**config.mk**
```make
export PLATFORM = sky130hd
export DESIGN_NAME = adv_tdm_serializer
export DESIGN_NICKNAME = d
export VERILOG_FILES = /design/src/rtl/adv_tdm_pkg.sv /design/src/rtl/adv_frame_timer.sv /design/src/rtl/adv_stream_phase.sv /design/src/rtl/adv_stream_tx.sv /design/src/rtl/adv_tdm_serializer.sv
export SDC_FILE = /design/constraint.sdc
export NUM_CORES = 1
export LEC_CHECK = 0
export BUFFER_PORTS_ARGS = -buffer_cell sky130_fd_sc_hd__buf_4
export CORE_MARGIN = 1
export CORE_UTILIZATION = 55
export CTS_BUF_LIST = sky130_fd_sc_hd__clkbuf_8
export DETAILED_ROUTE_END_ITERATION = 6
export GPL_TIMING_DRIVEN = 0
export PLACE_DENSITY = 0.8
export SLEW_MARGIN = 20
export SYNTH_ARGS = -nofsm -noshare
export SYNTH_HDL_FRONTEND = slang
export SYNTH_HIERARCHICAL = 1
export SYNTH_SLANG_ARGS = --single-unit
```
**constraint.sdc**
```tcl
create_clock -name clk_i -period 2.9 [get_ports clk_i]
set_input_delay 0.145 -clock clk_i [delete_from_list [all_inputs] [get_ports clk_i]]
set_output_delay 0.145 -clock clk_i [all_outputs]
set_load 0.005 [all_outputs]
```
**src/rtl/adv_tdm_pkg.sv**
```systemverilog
package adv_tdm_pkg;
  localparam int unsigned BYTE_BITS   = 8;
  localparam int unsigned LOC_SHIFT   = 3;  // 8 ticks per bit
  localparam int unsigned BP_SHIFT_16 = 2;  // 4 ticks per bit
  localparam int unsigned BP_SHIFT_32 = 1;  // 2 ticks per bit

  typedef logic [1:0] shift_t;

  typedef enum logic {
    RATE_16M = 1'b0,
    RATE_32M = 1'b1
  } bp_rate_e;

  function automatic shift_t bp_shift(input bp_rate_e rate);
    return (rate == RATE_32M) ? shift_t'(BP_SHIFT_32) : shift_t'(BP_SHIFT_16);
  endfunction
endpackage

```
**src/rtl/adv_frame_timer.sv**
```systemverilog
module adv_frame_timer #(
  parameter int unsigned FRAME_TICKS = 8192,
  parameter int unsigned TICK_W      = $clog2(FRAME_TICKS),
  parameter int unsigned LATCH_LEAD  = 5
) (
  input  logic              clk_i,
  input  logic              rst_ni,
  input  logic              fp_i,
  input  logic              rate_i,
  output logic [TICK_W-1:0] tick_o,
  output logic [TICK_W-1:0] tick_nxt_o,
  output logic              latch_o,
  output logic              rate_lat_o
);
  localparam logic [TICK_W-1:0] LAST_TICK  = TICK_W'(FRAME_TICKS - 1);
  localparam logic [TICK_W-1:0] LATCH_TICK = TICK_W'(FRAME_TICKS - LATCH_LEAD);

  logic [TICK_W-1:0] tick_q, tick_d;
  logic              rate_q;

  always_comb begin
    if (fp_i)                   tick_d = '0;
    else if (tick_q == LAST_TICK) tick_d = '0;
    else                        tick_d = tick_q + 1'b1;
  end

  assign latch_o = (tick_q == LATCH_TICK);

  always_ff @(posedge clk_i or negedge rst_ni) begin
    if (!rst_ni) begin
      tick_q <= '0;
      rate_q <= 1'b0;
    end else begin
      tick_q <= tick_d;
      if (latch_o) rate_q <= rate_i;
    end
  end

  assign tick_o     = tick_q;
  assign tick_nxt_o = tick_d;
  assign rate_lat_o = rate_q;
endmodule

```
**src/rtl/adv_stream_phase.sv**
```systemverilog
module adv_stream_phase
  import adv_tdm_pkg::*;
#(
  parameter int unsigned FRAME_TICKS = 8192,
  parameter int unsigned TICK_W      = $clog2(FRAME_TICKS),
  parameter int unsigned ADV_W       = 2,
  parameter int unsigned RST_SHIFT   = LOC_SHIFT
) (
  input  logic              clk_i,
  input  logic              rst_ni,
  input  logic              latch_i,
  input  logic [TICK_W-1:0] tick_nxt_i,
  input  logic [ADV_W-1:0]  adv_i,
  input  shift_t            next_shift_i,
  output logic [TICK_W-1:0] pos_o,
  output shift_t            shift_o
);
  localparam logic [TICK_W-1:0] LAST_POS = TICK_W'(FRAME_TICKS - 1);

  logic [ADV_W-1:0]  adv_q;
  logic [TICK_W-1:0] pos_q, pos_d, start_tick;
  shift_t            shift_q;
  logic              restart;

  // own frame starts adv_q ticks before the common boundary (wraps to 0 for code 0)
  assign start_tick = TICK_W'(FRAME_TICKS - 32'(adv_q));
  assign restart    = (tick_nxt_i == start_tick);

  always_comb begin
    if (restart)               pos_d = '0;
    else if (pos_q == LAST_POS) pos_d = pos_q;  // hold last bit until own restart
    else                       pos_d = pos_q + 1'b1;
  end

  always_ff @(posedge clk_i or negedge rst_ni) begin
    if (!rst_ni) begin
      adv_q   <= '0;
      pos_q   <= '0;
      shift_q <= shift_t'(RST_SHIFT);
    end else begin
      if (latch_i) adv_q <= adv_i;
      pos_q <= pos_d;
      if (restart) shift_q <= next_shift_i;
    end
  end

  assign pos_o   = pos_q;
  assign shift_o = shift_q;
endmodule

```
**src/rtl/adv_stream_tx.sv**
```systemverilog
module adv_stream_tx
  import adv_tdm_pkg::*;
#(
  parameter int unsigned TICK_W = 13,
  parameter int unsigned SLOT_W = 7
) (
  input  logic                 clk_i,
  input  logic                 rst_ni,
  input  logic [TICK_W-1:0]    pos_i,
  input  shift_t               shift_i,
  input  logic [BYTE_BITS-1:0] data_i,
  output logic [SLOT_W-1:0]    slot_o,
  output logic                 sout_o
);
  logic [TICK_W-1:0] bit_pos;
  logic [2:0]        bit_sel;
  logic              sout_q;

  assign bit_pos = pos_i >> shift_i;
  assign bit_sel = bit_pos[2:0];
  assign slot_o  = SLOT_W'(bit_pos >> 3);

  always_ff @(posedge clk_i or negedge rst_ni) begin
    if (!rst_ni) sout_q <= 1'b0;
    else         sout_q <= data_i[~bit_sel];  // msb first
  end

  assign sout_o = sout_q;
endmodule

```
**src/rtl/adv_tdm_serializer.sv**
```systemverilog
module adv_tdm_serializer
  import adv_tdm_pkg::*;
#(
  parameter int unsigned N_LOC       = 2,
  parameter int unsigned N_BP        = 2,
  parameter int unsigned FRAME_TICKS = 8192,
  parameter int unsigned ADV_W       = 2,
  localparam int unsigned TICK_W     = $clog2(FRAME_TICKS),
  localparam int unsigned LOC_SLOT_W = TICK_W - LOC_SHIFT - 3,
  localparam int unsigned BP_SLOT_W  = TICK_W - BP_SHIFT_32 - 3
) (
  input  logic                             clk_i,
  input  logic                             rst_ni,
  input  logic                             fp_i,
  input  logic                             bp_rate_i,
  input  logic [N_LOC-1:0][ADV_W-1:0]      loc_adv_i,
  input  logic [N_BP-1:0][ADV_W-1:0]       bp_adv_i,
  input  logic [N_LOC-1:0][BYTE_BITS-1:0]  loc_data_i,
  input  logic [N_BP-1:0][BYTE_BITS-1:0]   bp_data_i,
  output logic [N_LOC-1:0][LOC_SLOT_W-1:0] loc_slot_o,
  output logic [N_BP-1:0][BP_SLOT_W-1:0]   bp_slot_o,
  output logic [N_LOC-1:0]                 loc_sout_o,
  output logic [N_BP-1:0]                  bp_sout_o
);
  // capture point leaves room for the largest advancement plus one cycle
  localparam int unsigned LATCH_LEAD = (2 ** ADV_W) + 1;

  logic [TICK_W-1:0]             tick_w, tick_nxt_w;
  logic                          latch_w, rate_lat_w;
  shift_t                        bp_next_shift_w;
  logic [N_LOC-1:0][TICK_W-1:0]  loc_pos_w;
  shift_t [N_LOC-1:0]            loc_shift_w;
  logic [N_BP-1:0][TICK_W-1:0]   bp_pos_w;
  shift_t [N_BP-1:0]             bp_shift_w;

  adv_frame_timer #(
    .FRAME_TICKS(FRAME_TICKS),
    .TICK_W     (TICK_W),
    .LATCH_LEAD (LATCH_LEAD)
  ) u_timer (
    .clk_i     (clk_i),
    .rst_ni    (rst_ni),
    .fp_i      (fp_i),
    .rate_i    (bp_rate_i),
    .tick_o    (tick_w),
    .tick_nxt_o(tick_nxt_w),
    .latch_o   (latch_w),
    .rate_lat_o(rate_lat_w)
  );

  assign bp_next_shift_w = bp_shift(bp_rate_e'(rate_lat_w));

  for (genvar s = 0; s < N_LOC; s++) begin : g_loc
    adv_stream_phase #(
      .FRAME_TICKS(FRAME_TICKS),
      .TICK_W     (TICK_W),
      .ADV_W      (ADV_W),
      .RST_SHIFT  (LOC_SHIFT)
    ) u_phase (
      .clk_i       (clk_i),
      .rst_ni      (rst_ni),
      .latch_i     (latch_w),
      .tick_nxt_i  (tick_nxt_w),
      .adv_i       (loc_adv_i[s]),
      .next_shift_i(shift_t'(LOC_SHIFT)),
      .pos_o       (loc_pos_w[s]),
      .shift_o     (loc_shift_w[s])
    );

    adv_stream_tx #(
      .TICK_W(TICK_W),
      .SLOT_W(LOC_SLOT_W)
    ) u_tx (
      .clk_i  (clk_i),
      .rst_ni (rst_ni),
      .pos_i  (loc_pos_w[s]),
      .shift_i(loc_shift_w[s]),
      .data_i (loc_data_i[s]),
      .slot_o (loc_slot_o[s]),
      .sout_o (loc_sout_o[s])
    );
  end

  for (genvar s = 0; s < N_BP; s++) begin : g_bp
    adv_stream_phase #(
      .FRAME_TICKS(FRAME_TICKS),
      .TICK_W     (TICK_W),
      .ADV_W      (ADV_W),
      .RST_SHIFT  (BP_SHIFT_16)
    ) u_phase (
      .clk_i       (clk_i),
      .rst_ni      (rst_ni),
      .latch_i     (latch_w),
      .tick_nxt_i  (tick_nxt_w),
      .adv_i       (bp_adv_i[s]),
      .next_shift_i(bp_next_shift_w),
      .pos_o       (bp_pos_w[s]),
      .shift_o     (bp_shift_w[s])
    );

    adv_stream_tx #(
      .TICK_W(TICK_W),
      .SLOT_W(BP_SLOT_W)
    ) u_tx (
      .clk_i  (clk_i),
      .rst_ni (rst_ni),
      .pos_i  (bp_pos_w[s]),
      .shift_i(bp_shift_w[s]),
      .data_i (bp_data_i[s]),
      .slot_o (bp_slot_o[s]),
      .sout_o (bp_sout_o[s])
    );
  end
endmodule

```
Word level (Yosys, flattened, before mapping)
Index checks and enable logic that the tools add are counted.
{ "word_totals": {"register_bits": 82, "input_bits": 44, "output_inout_bits": 36} }
{ "op_classes": {"add_sub_neg": 9, "magnitude_cmp": 4, "n_eq_ne": 14, "shifts": 2, "n_mux": 19, "n_bitwise": 4} }
{ "ops": {"columns": ["op", "n"], "rows": [
  ["$mux W13", 10],
  ["$eq A13 B13 Y1 const B", 6],
  ["$add A13 B1 Y13 const B", 5],
  ["$eq A13 B13 Y1", 4],
  ["$shr A13 B2 Y12", 2],
  ["$lt A3 B4 Y1 const B", 4],
  ["$bmux W1 S3", 4],
  ["$not A3 Y3", 4],
  ["$sub A1 B2 Y3 const A", 4],
  ["$ne A2 B1 Y1 const B", 4],
  ["$mux W1", 4],
  ["$mux W2", 1]
]} }

Longest topological paths before layout
{ "depth": {"word_depth": 5, "depth_mapped": 11, "depth_no_buf": 9} }

Cells and area by module
The synthesis kept the hierarchy.
{ "modules_own_cells": {"columns": ["module", "n_inst", "cells_per_inst", "area_each_um2"], "rows": [
  ["adv_stream_phase at g_loc[0].u_phase ...", 2, 96, 934.6],
  ["adv_stream_phase at g_bp[0].u_phase", 1, 96, 933.4],
  ["adv_stream_phase at g_bp[1].u_phase", 1, 96, 929.6],
  ["adv_stream_tx at g_bp[0].u_tx ...", 2, 31, 387.9],
  ["adv_stream_tx at g_loc[0].u_tx ...", 2, 20, 370.4],
  ["adv_frame_timer", 1, 63, 664.4],
  ["adv_tdm_serializer", 1, 2, 7.5]
]} }

Worst setup path after synthesis
No wires, ideal clock.
{ "synth_timing": {"path_type": "reg2reg", "from": "register u_timer.tick_q[0], in the netlist u_timer/tick_o[0]", "to": "register g_bp[0].u_phase.shift_q[0]", "setup_time_ps": 125, "arrival_ps": 2654, "slack_ps": 122, "stages_incl_launch_ff": 11, "n_path_buf": 1, "synth_period_minus_slack_ps": 2778, "cell_sequence": "dfrtp_1 -> ha_1 -> nand3_1 -> nor2_1 -> a41o_1 -> buf_2 -> nor2_1 -> nand4_1 -> or3_1 -> a211oi_2 -> mux2_2"} }
{ "synth_between": {"elab_chain_len": 4, "elab_cells_between_ends": 5, "classes_between": "add/sub: 1; eq/ne: 2; mux: 2"} }
{ "synth_lines": {"columns": ["item", "line", "rtl"], "rows": [
  ["start, declared", "adv_frame_timer.sv:18", "logic [TICK_W-1:0] tick_q, tick_d;"],
  ["start signal, assigned", "adv_frame_timer.sv:34", "tick_q <= tick_d;"],
  ["$add A13 B1 Y13 / $eq A13 B13 Y1 (equally long branches)", "adv_frame_timer.sv:24, adv_frame_timer.sv:23", null],
  ["$mux W13 *", "adv_frame_timer.sv:23", "else if (tick_q == LAST_TICK) tick_d = '0;"],
  ["$mux W13 *", "adv_frame_timer.sv:22", "if (fp_i) tick_d = '0;"],
  ["named net tick_nxt_w[7]", "adv_tdm_serializer.sv:28", "logic [TICK_W-1:0] tick_w, tick_nxt_w;"],
  ["$eq A13 B13 Y1 *", "adv_stream_phase.sv:27", "assign restart = (tick_nxt_i == start_tick);"],
  ["end signal, assigned", "adv_stream_phase.sv:39", "shift_q <= shift_t'(RST_SHIFT);"],
  ["end signal, assigned", "adv_stream_phase.sv:43", "if (restart) shift_q <= next_shift_i;"],
  ["end, declared", "adv_stream_phase.sv:22", "shift_t shift_q;"]
]} }
Mark *: on every way through the listed nets, which the timed path passes. The rest lies on a longest branch.
A chain may end at the register's enable or synchronous reset.

Worst setup path after layout
{ "layout_timing": {"from": "register u_timer.tick_q[0], in the netlist u_timer/tick_o[0]", "to": "register g_bp[1].u_phase.shift_q[0]"} }
{ "layout_between": {"elab_chain_len": 4, "elab_cells_between_ends": 5, "classes_between": "add/sub: 1; eq/ne: 2; mux: 2"} }
{ "layout_lines": {"columns": ["item", "line"], "rows": [
  ["$add A13 B1 Y13 / $eq A13 B13 Y1 (equally long branches)", "adv_frame_timer.sv:24, adv_frame_timer.sv:23"],
  ["$mux W13 *", "adv_frame_timer.sv:23"],
  ["$mux W13 *", "adv_frame_timer.sv:22"],
  ["named net tick_nxt_w[6]", "adv_tdm_serializer.sv:28"],
  ["$eq A13 B13 Y1 *", "adv_stream_phase.sv:27"],
  ["end signal, assigned", "adv_stream_phase.sv:39"],
  ["end signal, assigned", "adv_stream_phase.sv:43"],
  ["end, declared", "adv_stream_phase.sv:22"]
]} }
Marks and branches as above.

==> flow_summary.toml <==
[clock_tree]
htreeDepth = 3
clockRootBuffer = "clkbuf_8"
cts_tree = "done"
clock_latency_ns = 0.36
cts_buffer_depth = 2
clk_pin_slew_ns = 0.09
cts.sinks = 86
numCtsBuffers = 9

[grt]
grt_pass1_wl_um = 21600
grt_pass1_vias = 4705
grt_max_degree = 87
antenna_found_initial = 0
grt_overflow = 0
grt_usage_pct = 23.9

[pwr]
intPower_mw = 3.31
swShare_pct = 39.2
comb_power_share_pct = 42.5
ir_worst_vdd_v = 0.000390
p_clk_share_pct = 16.6
power.density_nw_per_um2 = 759
p_sw_mw = 2.13
p_leak_nw = 2.83
p_seq_share_pct = 40.9

[timing]
fin_skew_ns = 0.00853
relSlewSlack_pct = 44.3
setup_ws_ns = 0.0804
worst_slew_pin_slew_ns = 0.830
fin_crit_ns = 2.82
hold_violations = 0
drv_slew = 0
fin_hold_ws_ns = 0.0198
finalSetupViolations = 0
clock.fmax_mhz = 355
period_share_pct = 97.2

[yosys]
synth_ff_type = "dfrtp_1"
syn-cell-area_um2 = 5920
ys_warn_count = 6
ys_seq_area_share_pct = 36.5
postSynthCellCount = 551
yosys.cell_count.top_type = "dfrtp_1"
yosysTopAreaCell = "dfrtp_1"
yosysTopAreaCellShare_pct = 33.8
synth_area_leaders = "dfrtp_1 34%, mux4_1 12%, mux2i_1 5.4%"
yosysUniqueCellTypes = 46
synthTopCellsByCount = "80 x dfrtp_1, 67 x nor2_1, 43 x nand2_1"
synth_area_per_cell_um2 = 10.7
ys_seq_elements = 86
async_flop_share_pct = 100
synth_edf_count = 0

[cells_and_area]
fin_nets = 714
diodes = 0
drive_gt1_share_pct = 26.9
area_growth_syn_to_layout_pct = 21.0
final_core_util_pct = 69.1

[setup_path]
crit_type = "reg2reg"
cp_max_fo = 9
crit_path_start_kind = "register"
crit_required_ns = 3.15
arrival_ns = 3.07
rr_worst_depth = 10
critPathCaptureType = "register"

[status]
status = "finished clean"

[placed_design]
pre_cts_ws_ns = -0.382
dpl.hpwl_um = 8950
gp_congestion = 0.858
portBuffers = 79

[route]
wl_um = 13100
drc = 0
antenna_left = 0
drt-pass1-iter-count = 5
wl_per_cell_um = 16.3
route.vias.total = 4930
avgViaCountPerCell = 6.15
drt_iter0_markers = 284

[die]
die_x_um = 106
die_y_um = 106
core_um2 = 10400
die_area_um2 = 11200
rows = 37
start_util_pct = 57.1
boundaryPins = 80

[hold_path]
min_path_cells = 2
holdCritPathClass = "in2reg"

[job]
cap_violations = 0
## cell families (layout without fill, tap and decap cells)
family | Yosys count | after routing | share of synthesized area, %
xor+xnor | 34 | 34 | 5.03
flops | 86 | 86 | 36.5
buf+inv | 32 | 144 | 2.64
compound gates | 76 | 76 | 8.58
simple gates | 232 | 232 | 22.1
other cells | 1 | 4 | 0.0633
fa+ha+maj | 9 | 9 | 1.90
mux | 81 | 81 | 23.2
## final timing paths
check	start	slack, ns	endpoint
min in group asynchronous	rst_ni	0.39	g_loc[0].u_phase/pos_o[8]
max in group asynchronous	rst_ni	1.92	u_timer/tick_o[2]
worst max register to register	u_timer/tick_o[0]	0.08	g_bp[1].u_phase/shift_o[0]
worst min register to register	g_loc[1].u_phase/adv_q[1]	0.53	g_loc[1].u_phase/adv_q[1]
worst min-delay path	bp_rate_i	0.02	u_timer/rate_lat_o
worst max-delay path	u_timer/tick_o[0]	0.08	g_bp[1].u_phase/shift_o[0]
## critical path, cell delays in order, from the launching register on
cell,delay [ns]
dfrtp_1,0.38
ha_2,0.24
and3_1,0.23
nand3_1,0.11
xor2_1,0.17
nor2_2,0.34
nand4_1,0.15
or3_4,0.36
a211oi_4,0.25
buf_6,0.16
mux2_2,0.33
## per-stage QoR
stage | total power [mW] | setup TNS [ns] | instance area [um^2] | std cells
floorplan | 3.64 | 0 | 5930 | 554
global placement | 4.35 | -9.48 | 6700 | 769
detailed placement | 4.51 | -15.70 | 6700 | 769
CTS | 5.44 | 0 | 7090 | 796
global route | 5.83 | -0.138 | 7160 | 802
finish | 5.44 | 0 | 7160 | 802
## flip-flops by register name, indices dropped and copies added, names as in the netlist
name                   flops
g_bp.u_phase/pos_o        26
g_loc.u_phase/pos_o       26
u_timer/tick_o            13
g_bp.u_phase/adv_q         4
g_bp.u_phase/shift_o       4
g_loc.u_phase/adv_q        4
g_loc.u_phase/shift_o      4
g_bp.u_tx/sout_o           2
g_loc.u_tx/sout_o          2
u_timer/rate_lat_o         1
## metal layers
layer  global-route usage [%]  up-vias  routed length, um
li1                         -     2322                  -
met1                     30.7     2454               5700
met2                     41.3      135               6670
met3                     2.72       19                510
met4                     9.42        0                220
met5                        0        -                  0
## power groups by stage
| stage | registers (mW) | clock network, mW | logic, mW |
|---|---|---|---|
| detailed placement | 2.23 | 0 | 2.28 |
| global placement | 2.19 | 0 | 2.16 |
| floorplan | 2.04 | 0 | 1.60 |
| CTS | 2.21 | 0.918 | 2.31 |
| finish | 2.23 | 0.902 | 2.31 |
| global route | 2.31 | 0.967 | 2.55 |
## final cells by class
class	instances	area, um^2
multi-input cells	436	3710
fillers	799	3210
flip-flops and latches	86	2160
repair buffers	96	751
well taps	136	170
clock buffers	9	124
plain buffers	18	114
clock inverters	7	83.8
inverters	14	52.6
## what timing repair did
| item | in CTS | in global routing |
|---|---|---|
| endpoints found under the hold margin | 8 | 80 |
| resized for setup | 21 | 7 |
| hold buffers | 8 | 1 |
| pin swaps | 7 | 3 |
| cloned | 0 | 0 |
| setup buffers | 3 | 5 |
| endpoints found under the setup margin | 60 | 53 |
## placed cells by master, fill, tap and decap left out, drive strengths merged, types with 11 or more instances in the layout
cell type and instances:
a211oi 11, a21oi 21, and3 11, buf 96, clkbuf 18, dfrtp 80
inv 17, mux2 13, mux2i 32, mux4 36, nand2 44, nand3 11
nand4 16, nor2 67, nor3 26, nor4 13, o21ai 19, or3 21
xnor2 25
Power figures use the tool's default switching activity.
